==> src/rtl/irq_pkg.sv <==
package irq_pkg;
  localparam int unsigned SRC_N = 5;
  // one-hot source index, highest priority highest
  localparam int unsigned SRC_NMI  = 4;
  localparam int unsigned SRC_EDGE = 3;
  localparam int unsigned SRC_HI   = 2;
  localparam int unsigned SRC_LO   = 1;
  localparam int unsigned SRC_EXT  = 0;
  // set-mask write byte fields
  localparam int unsigned MW_MSK_EN = 3;
  localparam int unsigned MW_CLR_E  = 4;
  localparam int unsigned MW_SO_EN  = 6;
  localparam int unsigned MW_SO_D   = 7;
  typedef struct packed {
    logic       gie;
    logic [2:0] msk;
    logic       sod;
  } ctrl_t;
endpackage

==> src/rtl/irq_sync.sv <==
module irq_sync #(
  parameter int unsigned W      = 1,
  parameter int unsigned STAGES = 2
) (
  input  logic         clk_i,
  input  logic         rst_ni,
  input  logic [W-1:0] d_i,
  output logic [W-1:0] q_o
);
  logic [W-1:0] stg [STAGES];

  for (genvar s = 0; s < STAGES; s++) begin : g_stg
    always_ff @(posedge clk_i or negedge rst_ni) begin
      if (!rst_ni) stg[s] <= '0;
      else if (s == 0) stg[s] <= d_i;
      else stg[s] <= stg[(s == 0) ? 0 : s-1];
    end
  end

  assign q_o = stg[STAGES-1];
endmodule

==> src/rtl/irq_capture.sv <==
module irq_capture (
  input  logic clk_i,
  input  logic rst_ni,
  input  logic nmi_s_i,
  input  logic edge_s_i,
  input  logic take_nmi_i,
  input  logic take_edge_i,
  input  logic clr_edge_i,
  output logic nmi_req_o,
  output logic edge_pend_o
);
  logic nmi_d, edge_d, nmi_pend, edge_pend;

  always_ff @(posedge clk_i or negedge rst_ni) begin
    if (!rst_ni) begin
      nmi_d     <= 1'b0;
      edge_d    <= 1'b0;
      nmi_pend  <= 1'b0;
      edge_pend <= 1'b0;
    end else begin
      nmi_d  <= nmi_s_i;
      edge_d <= edge_s_i;
      if (!nmi_s_i)                nmi_pend <= 1'b0;
      else if (!nmi_d)             nmi_pend <= 1'b1;
      else if (take_nmi_i)         nmi_pend <= 1'b0;
      // a fresh edge beats a same-cycle clear so it is never lost
      if (edge_s_i && !edge_d)     edge_pend <= 1'b1;
      else if (take_edge_i || clr_edge_i) edge_pend <= 1'b0;
    end
  end

  assign nmi_req_o   = nmi_pend & nmi_s_i;
  assign edge_pend_o = edge_pend;
endmodule

==> src/rtl/irq_ctrl_regs.sv <==
module irq_ctrl_regs
  import irq_pkg::*;
(
  input  logic       clk_i,
  input  logic       rst_ni,
  input  logic       gie_set_i,
  input  logic       gie_clr_i,
  input  logic       take_i,
  input  logic       wr_i,
  input  logic [7:0] wdata_i,
  output ctrl_t      ctrl_o
);
  ctrl_t r;

  always_ff @(posedge clk_i or negedge rst_ni) begin
    if (!rst_ni) begin
      r.gie <= 1'b0;
      r.msk <= 3'b111;
      r.sod <= 1'b0;
    end else begin
      if (gie_clr_i || take_i) r.gie <= 1'b0;
      else if (gie_set_i)      r.gie <= 1'b1;
      if (wr_i && wdata_i[MW_MSK_EN]) r.msk <= wdata_i[2:0];
      if (wr_i && wdata_i[MW_SO_EN])  r.sod <= wdata_i[MW_SO_D];
    end
  end

  assign ctrl_o = r;
endmodule

==> src/rtl/irq_arbiter.sv <==
module irq_arbiter #(
  parameter int unsigned N     = 5,
  parameter int unsigned VEC_W = 16,
  parameter logic [N*VEC_W-1:0] VEC_TAB = '0
) (
  input  logic [N-1:0]     req_i,
  output logic             valid_o,
  output logic [N-1:0]     grant_o,
  output logic [VEC_W-1:0] vec_o
);
  always_comb begin
    logic found;
    found   = 1'b0;
    grant_o = '0;
    for (int i = N-1; i >= 0; i--) begin
      if (req_i[i] && !found) begin
        grant_o[i] = 1'b1;
        found      = 1'b1;
      end
    end
  end

  always_comb begin
    vec_o = '0;
    for (int i = 0; i < N; i++)
      if (grant_o[i]) vec_o = vec_o | VEC_TAB[i*VEC_W +: VEC_W];
  end

  assign valid_o = |req_i;
endmodule

==> src/rtl/irq_prio_unit.sv <==
module irq_prio_unit
  import irq_pkg::*;
#(
  parameter int unsigned SYNC_STAGES = 2,
  parameter int unsigned VEC_W       = 16,
  parameter logic [VEC_W-1:0] VEC_NMI  = 'h24,
  parameter logic [VEC_W-1:0] VEC_EDGE = 'h3C,
  parameter logic [VEC_W-1:0] VEC_HI   = 'h34,
  parameter logic [VEC_W-1:0] VEC_LO   = 'h2C
) (
  input  logic             clk_i,
  input  logic             rst_ni,
  input  logic             nmi_i,
  input  logic             edge_irq_i,
  input  logic             lvl_hi_i,
  input  logic             lvl_lo_i,
  input  logic             ext_irq_i,
  input  logic             ser_in_i,
  input  logic             gie_set_i,
  input  logic             gie_clr_i,
  input  logic             mask_wr_i,
  input  logic [7:0]       mask_wdata_i,
  input  logic             boundary_i,
  output logic [7:0]       stat_rdata_o,
  output logic             ser_out_o,
  output logic             req_valid_o,
  output logic [4:0]       req_src_o,
  output logic [VEC_W-1:0] req_vec_o
);
  localparam logic [VEC_W-1:0] VEC_EXT = '0;
  localparam logic [SRC_N*VEC_W-1:0] VEC_TAB = {VEC_NMI, VEC_EDGE, VEC_HI, VEC_LO, VEC_EXT};

  logic [5:0] raw, syn;
  logic       nmi_s, edge_s, hi_s, lo_s, ext_s, sin_s;
  logic       nmi_req, edge_pend, take;
  logic [SRC_N-1:0] req, grant;
  ctrl_t      ctrl;
  logic       unused_wbit;

  assign unused_wbit = mask_wdata_i[5];

  assign raw = {ser_in_i, ext_irq_i, lvl_lo_i, lvl_hi_i, edge_irq_i, nmi_i};

  irq_sync #(.W(6), .STAGES(SYNC_STAGES)) u_sync (
    .clk_i(clk_i), .rst_ni(rst_ni), .d_i(raw), .q_o(syn)
  );

  assign {sin_s, ext_s, lo_s, hi_s, edge_s, nmi_s} = syn;

  assign take = boundary_i & req_valid_o;

  irq_capture u_cap (
    .clk_i(clk_i), .rst_ni(rst_ni),
    .nmi_s_i(nmi_s), .edge_s_i(edge_s),
    .take_nmi_i(take & grant[SRC_NMI]),
    .take_edge_i(take & grant[SRC_EDGE]),
    .clr_edge_i(mask_wr_i & mask_wdata_i[MW_CLR_E]),
    .nmi_req_o(nmi_req), .edge_pend_o(edge_pend)
  );

  irq_ctrl_regs u_ctrl (
    .clk_i(clk_i), .rst_ni(rst_ni),
    .gie_set_i(gie_set_i), .gie_clr_i(gie_clr_i), .take_i(take),
    .wr_i(mask_wr_i), .wdata_i(mask_wdata_i), .ctrl_o(ctrl)
  );

  always_comb begin
    req           = '0;
    req[SRC_NMI]  = nmi_req;
    req[SRC_EDGE] = ctrl.gie & edge_pend & ~ctrl.msk[2];
    req[SRC_HI]   = ctrl.gie & hi_s & ~ctrl.msk[1];
    req[SRC_LO]   = ctrl.gie & lo_s & ~ctrl.msk[0];
    req[SRC_EXT]  = ctrl.gie & ext_s;
  end

  irq_arbiter #(.N(SRC_N), .VEC_W(VEC_W), .VEC_TAB(VEC_TAB)) u_arb (
    .req_i(req), .valid_o(req_valid_o), .grant_o(grant), .vec_o(req_vec_o)
  );

  assign req_src_o    = grant;
  assign ser_out_o    = ctrl.sod;
  assign stat_rdata_o = {sin_s, edge_pend, hi_s, lo_s, ctrl.gie, ctrl.msk};
endmodule

==> config.mk <==
export PLATFORM = sky130hd
export DESIGN_NAME = irq_prio_unit
export DESIGN_NICKNAME = d
export VERILOG_FILES = /design/src/rtl/irq_pkg.sv /design/src/rtl/irq_sync.sv /design/src/rtl/irq_capture.sv /design/src/rtl/irq_ctrl_regs.sv /design/src/rtl/irq_arbiter.sv /design/src/rtl/irq_prio_unit.sv
export SDC_FILE = /design/constraint.sdc
export NUM_CORES = 1
export LEC_CHECK = 0
export BUFFER_PORTS_ARGS = -buffer_cell sky130_fd_sc_hd__buf_2
export CORE_UTILIZATION = 28
export DETAILED_ROUTE_END_ITERATION = 7
export PLACE_DENSITY = 0.58
export SLEW_MARGIN = 20
export SYNTH_ARGS = -nofsm -noshare
export SYNTH_HDL_FRONTEND = slang
export SYNTH_SLANG_ARGS = --single-unit
==> constraint.sdc <==
create_clock -name clk_i -period 1.6 [get_ports clk_i]
set_clock_uncertainty 0.1 [all_clocks]
set_input_delay 0.32 -clock clk_i [delete_from_list [all_inputs] [get_ports clk_i]]
set_output_delay 0.32 -clock clk_i [all_outputs]
set_load 0.03 [all_outputs]
# [Yosys cells after proc, flatten, opt, wreduce, memory -nomap -nowiden]
# Cells that the tools add are included.
[op_classes] add_sub_neg=0 multipliers=0 div=0 n_lt_le_gt_ge=0 eq_ne=1 shift=0 n_mux=19 n_bitwise=15 n_reduce_logical=17
[ops] operator="two-way mux 6 bit" count=4
[ops] operator="two-way mux 1 bit" count=15
[ops] operator="bitwise AND 1 bit" count=12
[ops] operator="logical AND 1 bit" count=7
[ops] operator="zero test 1 bit" count=5
[ops] operator="OR reduction 5 bit" count=1
[ops] operator="nonzero test 2 bit" count=2
[ops] operator="inequality test 3 x 2 -> 1 bit, second input constant" count=1
[ops] operator="inverter 1 bit" count=3
[ops] operator="logical OR 1 bit" count=2
[totals] regBits=21 latch_bits=0 ramBits=0 romBits=0 in_bits=20 output_inout_bits=31 word_cells=61 n_memories=0

# [Depth between registers and ports, before layout]
# Gate-level depths: netlist (run 1).
[depth] ltp_word=15 mapped_depth=4 ltp_nobuf=3

# [By module]
# Synthesis (run 1) repeated with hierarchy kept, for this count alone.
[unflattened] hier_cells=77 hier_area_um2=935.9
[modules_own_cells] mod="irq_sync" instances=1 cells_each=18 area_each_um2=345.3 seq_area_each_um2=300.3
[modules_own_cells] mod="irq_ctrl_regs" instances=1 cells_each=13 area_each_um2=203.9 seq_area_each_um2=128.9
[modules_own_cells] mod="irq_arbiter" instances=1 cells_each=27 area_each_um2=176.4 seq_area_each_um2=0.0
[modules_own_cells] mod="irq_capture" instances=1 cells_each=10 area_each_um2=143.9 seq_area_each_um2=100.1
[modules_own_cells] mod="irq_prio_unit" instances=1 cells_each=9 area_each_um2=66.3 seq_area_each_um2=0.0

# [Least setup slack after synthesis (run 1)]
# OpenSTA, ideal clock, no wires.
[synth_path] kind="register to output" startpoint="reg u_ctrl.r, in the netlist u_ctrl.ctrl_o[4]" endpoint="out req_src_o[0]" arrival_ps=1921 t_required_ps=1180 slack_ps=-741 stages_incl_launch_ff=3 cell_sequence="dfrtp_1 -> a21bo_2 -> nor4b_1"
[synth_between] elab_chain_len=13 elab_cells_between_ends=18 cone_classes="mux: 4; bitwise: 7; reduce/logical: 7"
[synth_lines] element="start: declaration" line="irq_ctrl_regs.sv:13" text="ctrl_t r;"
[synth_lines] element="bitwise AND 1 bit (2 in a row)" line="irq_prio_unit.sv:70" text="req[SRC_EDGE] = ctrl.gie & edge_pend & ~ctrl.msk[2];"
[synth_lines] element="logical AND 1 bit" line="irq_arbiter.sv:16" text="if (req_i[i] && !found) begin"
[synth_lines] element="two-way mux 1 bit" line="irq_arbiter.sv:16"
[synth_lines] element="zero test 1 bit" line="irq_arbiter.sv:16"
[synth_lines] element="logical AND 1 bit" line="irq_arbiter.sv:16"
[synth_lines] element="two-way mux 1 bit" line="irq_arbiter.sv:16"
[synth_lines] element="zero test 1 bit" line="irq_arbiter.sv:16"
[synth_lines] element="logical AND 1 bit" line="irq_arbiter.sv:16"
[synth_lines] element="two-way mux 1 bit" line="irq_arbiter.sv:16"
[synth_lines] element="zero test 1 bit" line="irq_arbiter.sv:16"
[synth_lines] element="logical AND 1 bit *" line="irq_arbiter.sv:16"
[synth_lines] element="two-way mux 1 bit *" line="irq_arbiter.sv:16"
[synth_lines] element="end: declaration" line="irq_prio_unit.sv:27" text="output logic [4:0] req_src_o,"
# Mark *: on every way between the ends. The rest lies on a longest branch, timed or not.

# [Final worst setup path (run 1)]
[layout_path] startpoint="reg u_ctrl.r, in the netlist u_ctrl.ctrl_o[1]" endpoint="out req_valid_o"
[layout_between] elab_chain_len=3
[layout_lines] element="inverter 1 bit" line="irq_prio_unit.sv:72" text="req[SRC_LO] = ctrl.gie & lo_s & ~ctrl.msk[0];"
[layout_lines] element="bitwise AND 1 bit" line="irq_prio_unit.sv:72"
[layout_lines] element="OR reduction 5 bit" line="irq_arbiter.sv:29" text="assign valid_o = |req_i;"
[layout_lines] element="end: declaration" line="irq_prio_unit.sv:26" text="output logic req_valid_o,"
# Every way passes these cells.

==> results.cfg, run 1 <==
[status]
status = finished with violations
failed_checks = setup timing

[synth]
synth.area.top_cells = dfrtp_1 (49%), buf_4 (15%), dfstp_2 (8.6%)
yosysTopAreaCell = dfrtp_1
synth_area_per_cell_um2 = 12.0
synth_area_um2 = 913
netlist_instances = 76
synth.distinct_cells = 27
ys_warn_count = 0
ys_ff_latch = 21
synth-seq-area-share_pct = 57.9
synth_top_cell_area_share_pct = 49.3

[floorplan]
io_pins = 51
fp.dieW_um = 59.1
rows = 20
start_util_pct = 29.7
fp.coreArea_um2 = 3080
die_y_um = 59.1
die_area_um2 = 3490

[timing]
fmax_mhz = 459
setup_slack_ps = -577
min_period_ps = 2180
drv_slew = 0
post-route-period-util_pct = 136
setup-violations-final = 10
hold_viol_final = 0
rsz0062_at_grt = yes

[place]
dp.cells = 164
port_buffers = 37
dp_hpwl_um = 1300
gp_congestion = 0.750

[global_route]
gr-total-overflow = 0
antenna_found_initial = 0
grt_max_degree = 22
grt_usage_pct = 11.4
grt_pass1_wl_um = 2910
first_global_vias = 626

[setup_path]
required_ps = 1180
end_kind = primary output
reg2reg_from = u_ctrl.ctrl_o[1]
start_kind = register
path_class = register to primary output
cp.arrival_ps = 1760
path_max_fanout = 2
reg2reg_depth = 3
r2r_slack_ps = 110
r2r-end = u_ctrl.ctrl_o[4]

[pwr]
p_leak_nw = 0.703
power_mw = 1.35
cellPowerDensity_nw_per_um2 = 924
vdd_ir_drop_max_v = 0.000502

[layout]
layout-drive-gt1-share_pct = 65.9
area_growth_pct = 59.5
final_nets = 150
n_antenna_cell = 0
final_cells = 173

[routing]
drtIter0Drc = 17
ant_nets = 0
dr.pass1.iters = 3
vias_per_cell = 3.97
drt_wl_total_um = 1830
detail_route.wl_per_cell_um = 10.6
vias = 687
drc_errors = 0

[clocking]
clk_pin_slew_worst_paths_ps = 110
ctsHtreeMaxLevel = 1
cts_sinks = 21
cts-root-buf = clkbuf_4
clock_latency_ps = 290
numCtsBuffers = 3
cts_buffer_depth = 2
cts_tree = yes

[worst_hold_path]
worstHoldEndpoint = u_sync.stg[11]
holdCritStartpoint = ser_in_i
holdPathStages = 1
hp-class = input pin to register

[flow_run]
maxCapViolCount = 0
critical path, cell delays in order, from the launching register on:
cell and delay (ps):
dfstp_2 570, nor2b_4 40, or4_4 520, a21o_4 210, buf_6 130
placed cells by master, fill, tap and decap left out, types with 2 or more instances in the layout:
cell type  count
conb_1        12
nand2_1        3
buf_2         25
buf_4         10
a21oi_4        2
nor2b_4        2
mux2_2         4
nand2b_1       2
dfrtp_1       17
buf_6         18
nor2_4         3
clkbuf_4       5
dfstp_2        3
inv_1          2
synthesized netlist by cell type:
| library cell | instances |
|---|---|
| nor3_1 | 1 |
| dfrtp_1 | 18 |
| nor4b_1 | 1 |
| nor2_1 | 4 |
| a21boi_0 | 1 |
| nor2b_2 | 1 |
| a31oi_1 | 1 |
| buf_4 | 18 |
| a21o_1 | 1 |
| or4_4 | 1 |
| nor2b_4 | 1 |
| or2b_1 | 1 |
| nand2b_1 | 3 |
| o311ai_0 | 1 |
| and2_1 | 1 |
| a21oi_1 | 2 |
| conb_1 | 1 |
| nand2_1 | 4 |
| o21ai_0 | 1 |
| nor2b_1 | 1 |
| dfstp_2 | 3 |
| inv_1 | 2 |
| a21bo_2 | 1 |
| mux2_2 | 4 |
| o31ai_1 | 1 |
| nand3_1 | 1 |
| a211o_1 | 1 |
timing repair:
| item | in CTS | in global routing |
|---|---|---|
| endpoints found under the setup margin | 10 | 12 |
| resized for setup | 38 | 8 |
| buffers inserted | 5 | 2 |
| hold buffers | 1 | 0 |
| hold endpoints to repair | 18 | 0 |
| pin swaps | 3 | 2 |
registers in the layout, summed over array words and instances, names as in the netlist:
name,cells
u_cap.edge_pend_o,1
u_cap.nmi_d,1
u_sync.stg,6
u_ctrl.ctrl_o,5
u_cap.nmi_pend,1
u_sync.q_o,6
u_cap.edge_d,1
layout make-up:
| cell class | instances | area, um^2 |
|---|---|---|
| clock buffers | 4 | 26.3 |
| repair buffers | 56 | 428 |
| flip-flops and latches | 21 | 531 |
| multi-input cells | 46 | 409 |
| inverters | 2 | 7.51 |
| fillers | 284 | 1620 |
| well taps | 44 | 55.1 |
metal layers:
metal  global-route usage, %  part of all wire, %  up-vias
met3                    1.75                  5.2        2
met2                    17.7                   51       33
met4                    6.12                  1.1        0
met5                       0                    0        -
li1                        -                    -      332
met1                    15.4                   42      320
stage by stage:
stage / instance area, um^2 / utilization (%) / setup TNS, ps / hold slack, ps / setup slack [ps]
floorplan: 1020 / - / -756 / -75.6 / -296
global placement: 1230 / 39.9 / -677 / 188 / -282
detailed placement: 1230 / 39.9 / -737 / 194 / -288
CTS: 1450 / 47.1 / -3390 / 14.9 / -592
global route: 1460 / 47.3 / -3570 / 9.60 / -630
finish: 1460 / 47.3 / -2950 / 25.4 / -577
cells by family (layout without fill, tap and decap cells):
group	Yosys count	in the layout	share of synthesized area (%)
compound gates	10	10	7.81
buf+inv	20	62	15.6
flops	21	21	57.9
mux	4	4	4.93
other cells	1	12	0.411
simple gates	20	20	13.3
worst max-delay path by stage:
stage / depth (start not counted) / start / slack, ps / to
2_1_floorplan: 3 / u_ctrl.ctrl_o[1] / -300 / req_valid_o
3_3_place_gp: 4 / u_ctrl.ctrl_o[1] / -280 / req_valid_o
3_5_place_dp: 4 / u_ctrl.ctrl_o[1] / -290 / req_valid_o
4_1_cts: 4 / u_ctrl.ctrl_o[1] / -590 / req_valid_o
5_1_grt: 4 / u_ctrl.ctrl_o[1] / -630 / req_valid_o
6_report: 4 / u_ctrl.ctrl_o[1] / -580 / req_valid_o
report_power, final:
part	switching (mW)	internal, mW	leakage, nW
clock	0.140	0.0968	0.0150
sequential	0.0256	0.580	0.242
combinational	0.274	0.229	0.445
(Power assumes the default switching activity.)
==> run 2, diff against run 1 <==
Settings changed: CORE_MARGIN from default to 5.
==> results.cfg, run 2 (synthesis gave the netlist of run 1 again) <==
[global_route]
grt_usage_pct = 8.73
first_global_vias = 686
gr-total-overflow = 0
grt_pass1_wl_um = 2890
grt_max_degree = 22
antenna_found_initial = 0

[place]
place_ws_ps = -295
gp_congestion = 0.684
dp_hpwl_um = 1520
post_dp_cell_area_um2 = 1240
port_buffers = 37
dp.cells = 165

[setup_path]
required_ps = 1180
path_max_fanout = 2
end_kind = primary output
cp.arrival_ps = 1760
path_class = register to primary output
start_kind = register

[routing]
route.met2.wl_um = 981
dr.max_layer_used = met4
drc_errors = 0
dr.pass1.iters = 2
ant_nets = 0
dr_wl_met3_um = 201
detail_route.wl_per_cell_um = 10.8
drt_wl_total_um = 1870
drtIter0Drc = 3
vias = 676
vias_per_cell = 3.91
wl_met1_um = 673

[timing]
post-route-period-util_pct = 136
setup_slack_ps = -580
drv_slew = 0
rsz0062_at_grt = yes
fmax_mhz = 459
setup-violations-final = 9
hold_viol_final = 0
min_period_ps = 2180

[layout]
final_nets = 150
final_area_um2 = 1460
final_cells = 173
area_growth_pct = 59.3
mostFrequentLayoutCell = buf_2
layout-drive-gt1-share_pct = 66.7
final_cell_mix = buf_2 (25), buf_6 (17), dfrtp_1 (17)
n_antenna_cell = 0

[pwr]
cellPowerDensity_nw_per_um2 = 921
p_sw_uw = 437
vdd_ir_drop_max_v = 0.000628
p_sw_share_pct = 32.6
comb_power_share_pct = 37.8
intPower_uw = 903
p_leak_nw = 0.704
pwr-share-seq_pct = 45.0
pwr-share-clk_pct = 17.2

[clocking]
cts_buffer_depth = 2
clock_latency_ps = 290
clk_pin_slew_worst_paths_ps = 100
cts-root-buf = clkbuf_4
ctsHtreeMaxLevel = 1
cts_sinks = 21
numCtsBuffers = 3
cts_tree = yes

[flow_run]
maxCapViolCount = 0

[floorplan]
start_util_pct = 29.4
fp.dieW_um = 67.1
fp.coreArea_um2 = 3100
die_y_um = 67.1
io_pins = 51
rows = 20
die_area_um2 = 4500

[worst_hold_path]
hp-class = input pin to register

[status]
failed_checks = setup timing
status = finished with violations
[run 2: cell types whose count changed in the layout (fill, tap and decap cells not counted), sizes merged]
| cell | before | now |
|---|---|---|
| buf | 53 | 54 |
| clkbuf | 6 | 4 |
| clkinv | 0 | 1 |
[run 2: worst paths after layout]
path | startpoint | endpoint | slack, ps | cells after the start
max in group asynchronous | rst_ni | u_ctrl.ctrl_o[2] | 690 | 2
worst min register to register | u_sync.stg[6] | u_sync.q_o[0] | 260 | 0
worst min-delay path | lvl_lo_i | u_sync.stg[9] | 30 | 1
min in group asynchronous | rst_ni | u_sync.stg[10] | 380 | 2
worst max register to register | u_cap.nmi_pend | u_cap.edge_pend_o | 110 | 4
worst max-delay path | u_ctrl.ctrl_o[1] | req_valid_o | -580 | 4
[run 2: final cells by class]
| class | count | area (um^2) |
|---|---|---|
| clock buffers | 3 | 22.5 |
| clock inverters | 1 | 5.00 |
| fillers | 288 | 1650 |
| inverters | 2 | 7.51 |
| multi-input cells | 46 | 410 |
| flip-flops and latches | 21 | 531 |
| well taps | 44 | 55.1 |
| repair buffers | 56 | 424 |
[run 2: metal layers]
metal | global-route usage (%) | vias to the layer above
met2 | 15.6 | 34
met1 | 9.07 | 312
met5 | 0 | -
li1 | - | 328
met4 | 5.32 | 0
met3 | 2.19 | 2
[run 2: metrics by stage]
| stage | total power, mW | hold WS, ps | setup TNS, ps | utilization [%] |
|---|---|---|---|---|
| floorplan | 0.893 | -75.6 | -756 | - |
| global placement | 1.00 | 186 | -649 | 39.8 |
| detailed placement | 1.01 | 185 | -679 | 39.8 |
| CTS | 1.32 | 11.9 | -3560 | 45.2 |
| global route | 1.42 | 0.798 | -3730 | 46.9 |
| finish | 1.34 | 28.0 | -2960 | 46.9 |
[run 2: worst max-delay path: stages (launching register included)]
cell and delay [ps]:
dfstp_2 560, nor2b_4 40, or4_4 520, a21o_4 210
buf_6 130
[run 2: repair_timing]
| action | CTS | global route |
|---|---|---|
| resized for setup | 30 | 15 |
| hold buffers | 1 | 0 |
| endpoints found under the hold margin | 18 | 0 |
| endpoints found under the setup margin | 10 | 11 |
| setup buffers | 2 | 2 |
| pin swaps | 2 | 4 |
[run 2: power groups by stage]
stage,registers [mW],logic [mW],clock network (mW)
6_report,0.603,0.507,0.230
5_1_grt,0.610,0.540,0.268
4_1_cts,0.603,0.470,0.248
3_5_place_dp,0.612,0.395,0
3_3_place_gp,0.609,0.391,0
2_1_floorplan,0.651,0.242,0
